**config.mk**
```make
export PLATFORM = sky130hd
export DESIGN_NAME = mem_map_decoder
export DESIGN_NICKNAME = d
export VERILOG_FILES = /design/src/rtl/adec_pkg.sv /design/src/rtl/adec_region.sv /design/src/rtl/adec_slot.sv /design/src/rtl/adec_gate.sv /design/src/rtl/mem_map_decoder.sv
export SDC_FILE = /design/constraint.sdc
export NUM_CORES = 1
export LEC_CHECK = 0
export BUFFER_PORTS_ARGS = -buffer_cell sky130_fd_sc_hd__buf_2
export CAP_MARGIN = 10
export CORE_AREA = 2 2 39 41
export CTS_CLUSTER_DIAMETER = 80
export DETAILED_ROUTE_END_ITERATION = 7
export DIE_AREA = 0 0 41 43
export GPL_ROUTABILITY_DRIVEN = 0
export GPL_TIMING_DRIVEN = 0
export HOLD_SLACK_MARGIN = 0.1
export SYNTH_ARGS = -nofsm -noshare
export SYNTH_HDL_FRONTEND = slang
export SYNTH_SLANG_ARGS = --single-unit
```
**constraint.sdc**
```tcl
create_clock -name clk -period 1.6 [get_ports clk]
set_input_delay 0.32 -clock clk [delete_from_list [all_inputs] [get_ports clk]]
set_output_delay 0.32 -clock clk [all_outputs]
set_load 0.005 [all_outputs]
```
**src/rtl/adec_pkg.sv**
```systemverilog
package adec_pkg;

   // Index of each enable inside the internal select vector.
   typedef enum logic [2:0] {
      SEL_ROM  = 3'd0,
      SEL_RAM  = 3'd1,
      SEL_SND  = 3'd2,
      SEL_ADP1 = 3'd3,
      SEL_ADP2 = 3'd4,
      SEL_SER  = 3'd5,
      SEL_GIO  = 3'd6,
      SEL_MIR  = 3'd7
   } sel_e;

   localparam int unsigned NUM_SEL = 8;

   typedef logic [NUM_SEL-1:0] sel_vec_t;

   // Codes of the two top address bits.
   localparam logic [1:0] REG_RAM    = 2'b00;
   localparam logic [1:0] REG_PERIPH = 2'b01;
   localparam logic [1:0] REG_MIRROR = 2'b10;

endpackage

```
**src/rtl/adec_region.sv**
```systemverilog
module adec_region
   import adec_pkg::*;
#(
   parameter bit MIRROR_AVAIL = 1'b1
) (
   input  logic [1:0] a_hi,
   input  logic       mirror_mode,
   output logic       rom_hit,
   output logic       ram_hit,
   output logic       periph_hit,
   output logic       mir_hit
);

   assign ram_hit    = (a_hi == REG_RAM);
   assign periph_hit = (a_hi == REG_PERIPH);

   generate
      if (MIRROR_AVAIL) begin : g_mirror
         assign mir_hit = mirror_mode && (a_hi == REG_MIRROR);
         assign rom_hit = a_hi[1] && !mir_hit;
      end else begin : g_flat
         logic unused_mode;
         assign unused_mode = mirror_mode;
         assign mir_hit     = 1'b0;
         assign rom_hit     = a_hi[1];
      end
   endgenerate

endmodule

```
**src/rtl/adec_slot.sv**
```systemverilog
module adec_slot #(
   parameter int unsigned SLOT_BITS  = 2,
   parameter int unsigned SND_SLOT   = 3,
   parameter int unsigned ADP1_SLOT  = 2,
   parameter int unsigned ADP2_SLOT  = 1,
   parameter int unsigned SPLIT_SLOT = 0
) (
   input  logic                 periph_hit,
   input  logic [SLOT_BITS-1:0] slot_idx,
   input  logic                 half,
   output logic                 snd_hit,
   output logic                 adp1_hit,
   output logic                 adp2_hit,
   output logic                 ser_hit,
   output logic                 gio_hit
);

   localparam int unsigned NSLOT = 1 << SLOT_BITS;

   if (SND_SLOT >= NSLOT || ADP1_SLOT >= NSLOT ||
       ADP2_SLOT >= NSLOT || SPLIT_SLOT >= NSLOT) begin : g_bad_range
      $error("adec_slot: slot index outside the peripheral quarter");
   end
   if (SND_SLOT == ADP1_SLOT || SND_SLOT == ADP2_SLOT ||
       SND_SLOT == SPLIT_SLOT || ADP1_SLOT == ADP2_SLOT ||
       ADP1_SLOT == SPLIT_SLOT || ADP2_SLOT == SPLIT_SLOT) begin : g_bad_dup
      $error("adec_slot: two devices share one slot");
   end

   logic [NSLOT-1:0] slot_hit;

   generate
      for (genvar i = 0; i < NSLOT; i++) begin : g_slot
         assign slot_hit[i] = periph_hit && (slot_idx == SLOT_BITS'(i));
      end
   endgenerate

   assign snd_hit  = slot_hit[SND_SLOT];
   assign adp1_hit = slot_hit[ADP1_SLOT];
   assign adp2_hit = slot_hit[ADP2_SLOT];
   assign ser_hit  = slot_hit[SPLIT_SLOT] && !half;
   assign gio_hit  = slot_hit[SPLIT_SLOT] &&  half;

endmodule

```
**src/rtl/adec_gate.sv**
```systemverilog
module adec_gate
   import adec_pkg::*;
(
   input  logic     clk,
   input  logic     rst_n,
   input  logic     phi2,
   input  sel_vec_t hits,
   output sel_vec_t sel_n,
   output logic     armed
);

   logic     phi2_q;
   sel_vec_t qual;

   always_ff @(posedge clk or negedge rst_n) begin
      if (!rst_n) begin
         phi2_q <= 1'b0;
         armed  <= 1'b0;
      end else begin
         phi2_q <= phi2;
         armed  <= armed | (phi2 ^ phi2_q);
      end
   end

   always_comb begin
      qual          = hits;
      qual[SEL_RAM] = hits[SEL_RAM] & phi2;
      sel_n         = armed ? ~qual : '1;
   end

   // arming is sticky until reset
   a_r8_armed_sticky: assert property (@(posedge clk) disable iff (!rst_n)
      armed |=> armed);

   // RAM enable never active while phi2 is low
   a_r2_ram_phase: assert property (@(posedge clk) disable iff (!rst_n)
      !sel_n[SEL_RAM] |-> phi2);

endmodule

```
**src/rtl/mem_map_decoder.sv**
```systemverilog
module mem_map_decoder
   import adec_pkg::*;
#(
   parameter int unsigned ADDR_W       = 16,
   parameter int unsigned SLOT_BITS    = 2,
   parameter int unsigned SND_SLOT     = 3,
   parameter int unsigned ADP1_SLOT    = 2,
   parameter int unsigned ADP2_SLOT    = 1,
   parameter int unsigned SPLIT_SLOT   = 0,
   parameter bit          MIRROR_AVAIL = 1'b1
) (
   input  logic              clk,
   input  logic              rst_n,
   input  logic              phi2,
   input  logic              mirror_mode,
   input  logic [ADDR_W-1:0] addr,
   output logic              rom_cs_n,
   output logic              ram_cs_n,
   output logic              snd_cs_n,
   output logic              adp1_cs_n,
   output logic              adp2_cs_n,
   output logic              ser_cs_n,
   output logic              gio_cs_n,
   output logic              mir_cs_n
);

   localparam int unsigned SLOT_TOP = ADDR_W - 3;
   localparam int unsigned HALF_BIT = SLOT_TOP - SLOT_BITS;
   localparam int unsigned LOW_TOP  = HALF_BIT - 1;

   if (ADDR_W < SLOT_BITS + 4) begin : g_bad_width
      $error("mem_map_decoder: address bus too narrow for the slot layout");
   end

   logic [1:0]           a_hi;
   logic [SLOT_BITS-1:0] slot_idx;
   logic                 half;
   logic [LOW_TOP:0]     unused_low;

   assign a_hi       = addr[ADDR_W-1 -: 2];
   assign slot_idx   = addr[SLOT_TOP -: SLOT_BITS];
   assign half       = addr[HALF_BIT];
   assign unused_low = addr[LOW_TOP:0];

   logic     rom_hit, ram_hit, periph_hit, mir_hit;
   logic     snd_hit, adp1_hit, adp2_hit, ser_hit, gio_hit;
   sel_vec_t hits, sel_n;
   logic     armed;

   adec_region #(.MIRROR_AVAIL(MIRROR_AVAIL)) u_region (
      .a_hi        (a_hi),
      .mirror_mode (mirror_mode),
      .rom_hit     (rom_hit),
      .ram_hit     (ram_hit),
      .periph_hit  (periph_hit),
      .mir_hit     (mir_hit)
   );

   adec_slot #(
      .SLOT_BITS  (SLOT_BITS),
      .SND_SLOT   (SND_SLOT),
      .ADP1_SLOT  (ADP1_SLOT),
      .ADP2_SLOT  (ADP2_SLOT),
      .SPLIT_SLOT (SPLIT_SLOT)
   ) u_slot (
      .periph_hit (periph_hit),
      .slot_idx   (slot_idx),
      .half       (half),
      .snd_hit    (snd_hit),
      .adp1_hit   (adp1_hit),
      .adp2_hit   (adp2_hit),
      .ser_hit    (ser_hit),
      .gio_hit    (gio_hit)
   );

   always_comb begin
      hits           = '0;
      hits[SEL_ROM]  = rom_hit;
      hits[SEL_RAM]  = ram_hit;
      hits[SEL_SND]  = snd_hit;
      hits[SEL_ADP1] = adp1_hit;
      hits[SEL_ADP2] = adp2_hit;
      hits[SEL_SER]  = ser_hit;
      hits[SEL_GIO]  = gio_hit;
      hits[SEL_MIR]  = mir_hit;
   end

   adec_gate u_gate (
      .clk   (clk),
      .rst_n (rst_n),
      .phi2  (phi2),
      .hits  (hits),
      .sel_n (sel_n),
      .armed (armed)
   );

   assign rom_cs_n  = sel_n[SEL_ROM];
   assign ram_cs_n  = sel_n[SEL_RAM];
   assign snd_cs_n  = sel_n[SEL_SND];
   assign adp1_cs_n = sel_n[SEL_ADP1];
   assign adp2_cs_n = sel_n[SEL_ADP2];
   assign ser_cs_n  = sel_n[SEL_SER];
   assign gio_cs_n  = sel_n[SEL_GIO];
   assign mir_cs_n  = sel_n[SEL_MIR];

   logic [NUM_SEL-1:0] act;
   assign act = ~{mir_cs_n, gio_cs_n, ser_cs_n, adp2_cs_n,
                  adp1_cs_n, snd_cs_n, ram_cs_n, rom_cs_n};

   // never two enables at once
   a_r7_at_most_one: assert property (@(posedge clk) disable iff (!rst_n)
      $onehot0(act));

   // exactly one once armed with phi2 high
   a_r7_exactly_one: assert property (@(posedge clk) disable iff (!rst_n)
      (armed && phi2) |-> ($countones(act) == 1));

   // ROM only in the upper half
   a_r1_rom_upper: assert property (@(posedge clk) disable iff (!rst_n)
      !rom_cs_n |-> a_hi[1]);

   // serial half only in the lower split half
   a_r5_ser_window: assert property (@(posedge clk) disable iff (!rst_n)
      !ser_cs_n |-> (a_hi == REG_PERIPH && slot_idx == SLOT_BITS'(SPLIT_SLOT) && !half));

   // mirror enable only in mirror mode and its window
   a_r6_mirror_window: assert property (@(posedge clk) disable iff (!rst_n)
      !mir_cs_n |-> (mirror_mode && a_hi == REG_MIRROR));

endmodule

```
==> reports/qor.yml <==
post_synth_instance_area_um2: 143
number_of_vias_per_cell_after_detailed_routing: 3.76
worstPathRequired_ps: 1280
worst-path-max-fanout: 5
port_buffers: 16
finalSetupViolCount: 0
hold_path.class: "input port to flip-flop"
placed_cells_incl_taps: 47
via_count_of_the_first_global_routing_pass: 158
final_critical_path_time_including_i_o_delays_and_setup_ps: 1400
cts_sinks: 2
syn2layout_area_growth_pct: 93.0
root_buffer: "sky130_fd_sc_hd__clkbuf_4"
post_dp_area_um2: 243
power_switching_share: 0.217
power_leakage_nw: 0.115
power_dissipated_by_switching_net_loads_w: 0.0000430
crit_path_start_kind: "flip-flop"
route.detailed.drc: 0
power-per-cell-area_nw_per_um2: 721
final_core_area_utilization: 0.199
track_usage: 0.0622
max_slew_margin: 0.903
rsz0062_at_grt: "no"
floorplan.rows: 14
seq_area_frac_synth: 0.351
global_route.overflow_total: 0
fp.dieArea_um2: 1760
grt_max_degree: 6
grt_first_pass_wirelength_um: 600
layout.cells.non_filler: 51
clock_tree.buffer_depth: 2
routed_wl_per_cell_um: 8.24
cts.repair.resized: 0
die_w_um: 41
synth_seq_cells: 2
pwr-share-comb: 0.183
avgSynthCellArea_um2: 9.51
slowest_stage: "sky130_fd_sc_hd__dfrtp_1"
detail_route.wirelength_um: 420
final_cell_area_um2: 275
num_vias: 192
core_region_area_um2: 1380
irDropWorstVdd_mv: 0.350
clock_insertion_delay_worst_skew_ps: 220
worstSetupPathType: "flip-flop to primary output"
dieHeight_um: 43
layout_worst_path_cycle_share: 0.872
min_delay_path_depth: 1
final.setup_skew_ps: 2.17
timing.max_cap.violations: 0
antenna_found_initial: 0
dr.first_iter.drc_count: 4
synth_cell_type_count: 9
clk_pin_slew_worst_paths_ps: 30
cpPeakStageDelay_ps: 400
cell_breakdown_of_the_critical_path: "and3b_2, nand3b_1, buf_2"
maximum_clock_frequency_mhz: 717
cts_tree: "built"
p_int_w: 0.000156
syn-num-nets: 35
final-hold-violation-count: 0
timing.reg2reg.worst_path_depth: 1
effective_utilization_at_floorplan: 0.103
cts_inserted_buffers: 3
fin_total_pwr_w: 0.000199
power_frac_seq: 0.266
slew_viol_final: 0
clock_power_share: 0.551
postSynthCellCount: 15
antenna_cells: 0
totalNegativeSetupSlack_ps: 0
drive_gt1_frac: 0.571
drt_first_pass_iters: 4
tightest_slew_ps: 145
final_nets: 57
cp.arrival_ps: 1080
crit_path_end_kind: "primary output"
outcome: "completed"
route.antenna.remaining_nets: 0
synthesis.yosys.warnings: 0
design.portCount: 28
cts_max_level: 1
## routing by layer
metal / up-vias / global-route usage / routed length (µm)
li1: 97 / - / -
met1: 74 / 0.0707 / 179
met2: 19 / 0.0594 / 152
met3: 2 / 0.0314 / 78
met4: 0 / 0.100 / 9
met5: - / 0 / 0
## registers in the layout, indices dropped and copies added (netlist names)
name	flops
u_gate.armed	1
u_gate.phi2_q	1
## area by class of cell
type	count	area, µm²
Fill cell	150	1110
Multi-Input combinational cell	13	92.6
Timing Repair Buffer	17	90.1
Sequential cell	2	50.0
Clock buffer	3	22.5
Tap cell	16	20.0
## final timing paths
path / start / end / slack, ps
min in group asynchronous: rst_n / u_gate.armed / 410
max in group asynchronous: rst_n / u_gate.phi2_q / 1090
worst max-delay path: u_gate.armed / adp2_cs_n / 200
worst max register to register: u_gate.armed / u_gate.armed / 910
worst min register to register: u_gate.phi2_q / u_gate.armed / 490
worst min-delay path: phi2 / u_gate.phi2_q / 250
## power by group through the flow
stage	clock, W	sequential [W]	combinational [W]
4_1_cts	0.000120	0.0000528	0.0000365
5_1_grt	0.000132	0.0000528	0.0000413
3_5_place_dp	0	0.0000534	0.0000346
6_report	0.000109	0.0000528	0.0000364
3_3_place_gp	0	0.0000533	0.0000340
2_1_floorplan	0	0.0000533	0.0000133
## layout by cell type (no fill, tap or decap)
| cell | instances |
|---|---|
| sky130_fd_sc_hd__xnor2_1 | 1 |
| sky130_fd_sc_hd__nand3b_1 | 3 |
| sky130_fd_sc_hd__dlygate4sd3_1 | 1 |
| sky130_fd_sc_hd__clkbuf_4 | 3 |
| sky130_fd_sc_hd__dfrtp_1 | 2 |
| sky130_fd_sc_hd__and3b_2 | 1 |
| sky130_fd_sc_hd__nand3_1 | 3 |
| sky130_fd_sc_hd__nand4b_1 | 1 |
| sky130_fd_sc_hd__nand2b_1 | 2 |
| sky130_fd_sc_hd__nand4bb_1 | 1 |
| sky130_fd_sc_hd__buf_2 | 16 |
| sky130_fd_sc_hd__nor2_1 | 1 |
## worst max-delay path, delay by kind of cell, from the launching register on
kind / cells / cell delay, ps
flip-flops: 1 / 400
AND/OR/NAND/NOR: 2 / 340
buffers and inverters: 1 / 110
## metrics by stage
step / hold slack, ps / setup slack [ps]
global placement: 105 / 367
floorplan: 24.4 / 564
finish: 253 / 205
CTS: 243 / 188
detailed placement: 107 / 363
global route: 233 / 108
## cells in the mapped netlist
| master | n | area share |
|---|---|---|
| sky130_fd_sc_hd__and3b_2 | 1 | 0.070 |
| sky130_fd_sc_hd__dfrtp_1 | 2 | 0.35 |
| sky130_fd_sc_hd__nand2b_1 | 2 | 0.088 |
| sky130_fd_sc_hd__nand3_1 | 3 | 0.11 |
| sky130_fd_sc_hd__nand3b_1 | 3 | 0.16 |
| sky130_fd_sc_hd__nand4b_1 | 1 | 0.061 |
| sky130_fd_sc_hd__nand4bb_1 | 1 | 0.079 |
| sky130_fd_sc_hd__nor2_1 | 1 | 0.026 |
| sky130_fd_sc_hd__xnor2_1 | 1 | 0.061 |
## kinds of logic (layout without fill, tap and decap cells)
family / Yosys count / in the layout / synth area share
xor+xnor: 1 / 1 / 0.0614
buf+inv: 0 / 20 / 0
flops: 2 / 2 / 0.351
simple gates: 12 / 12 / 0.588
## repair_timing
action / in CTS / in global routing
hold buffers: 1 / 0
hold endpoints to repair: 2 / 0
setup buffers: 0 / 0
Power figures use the tool's default switching activity.
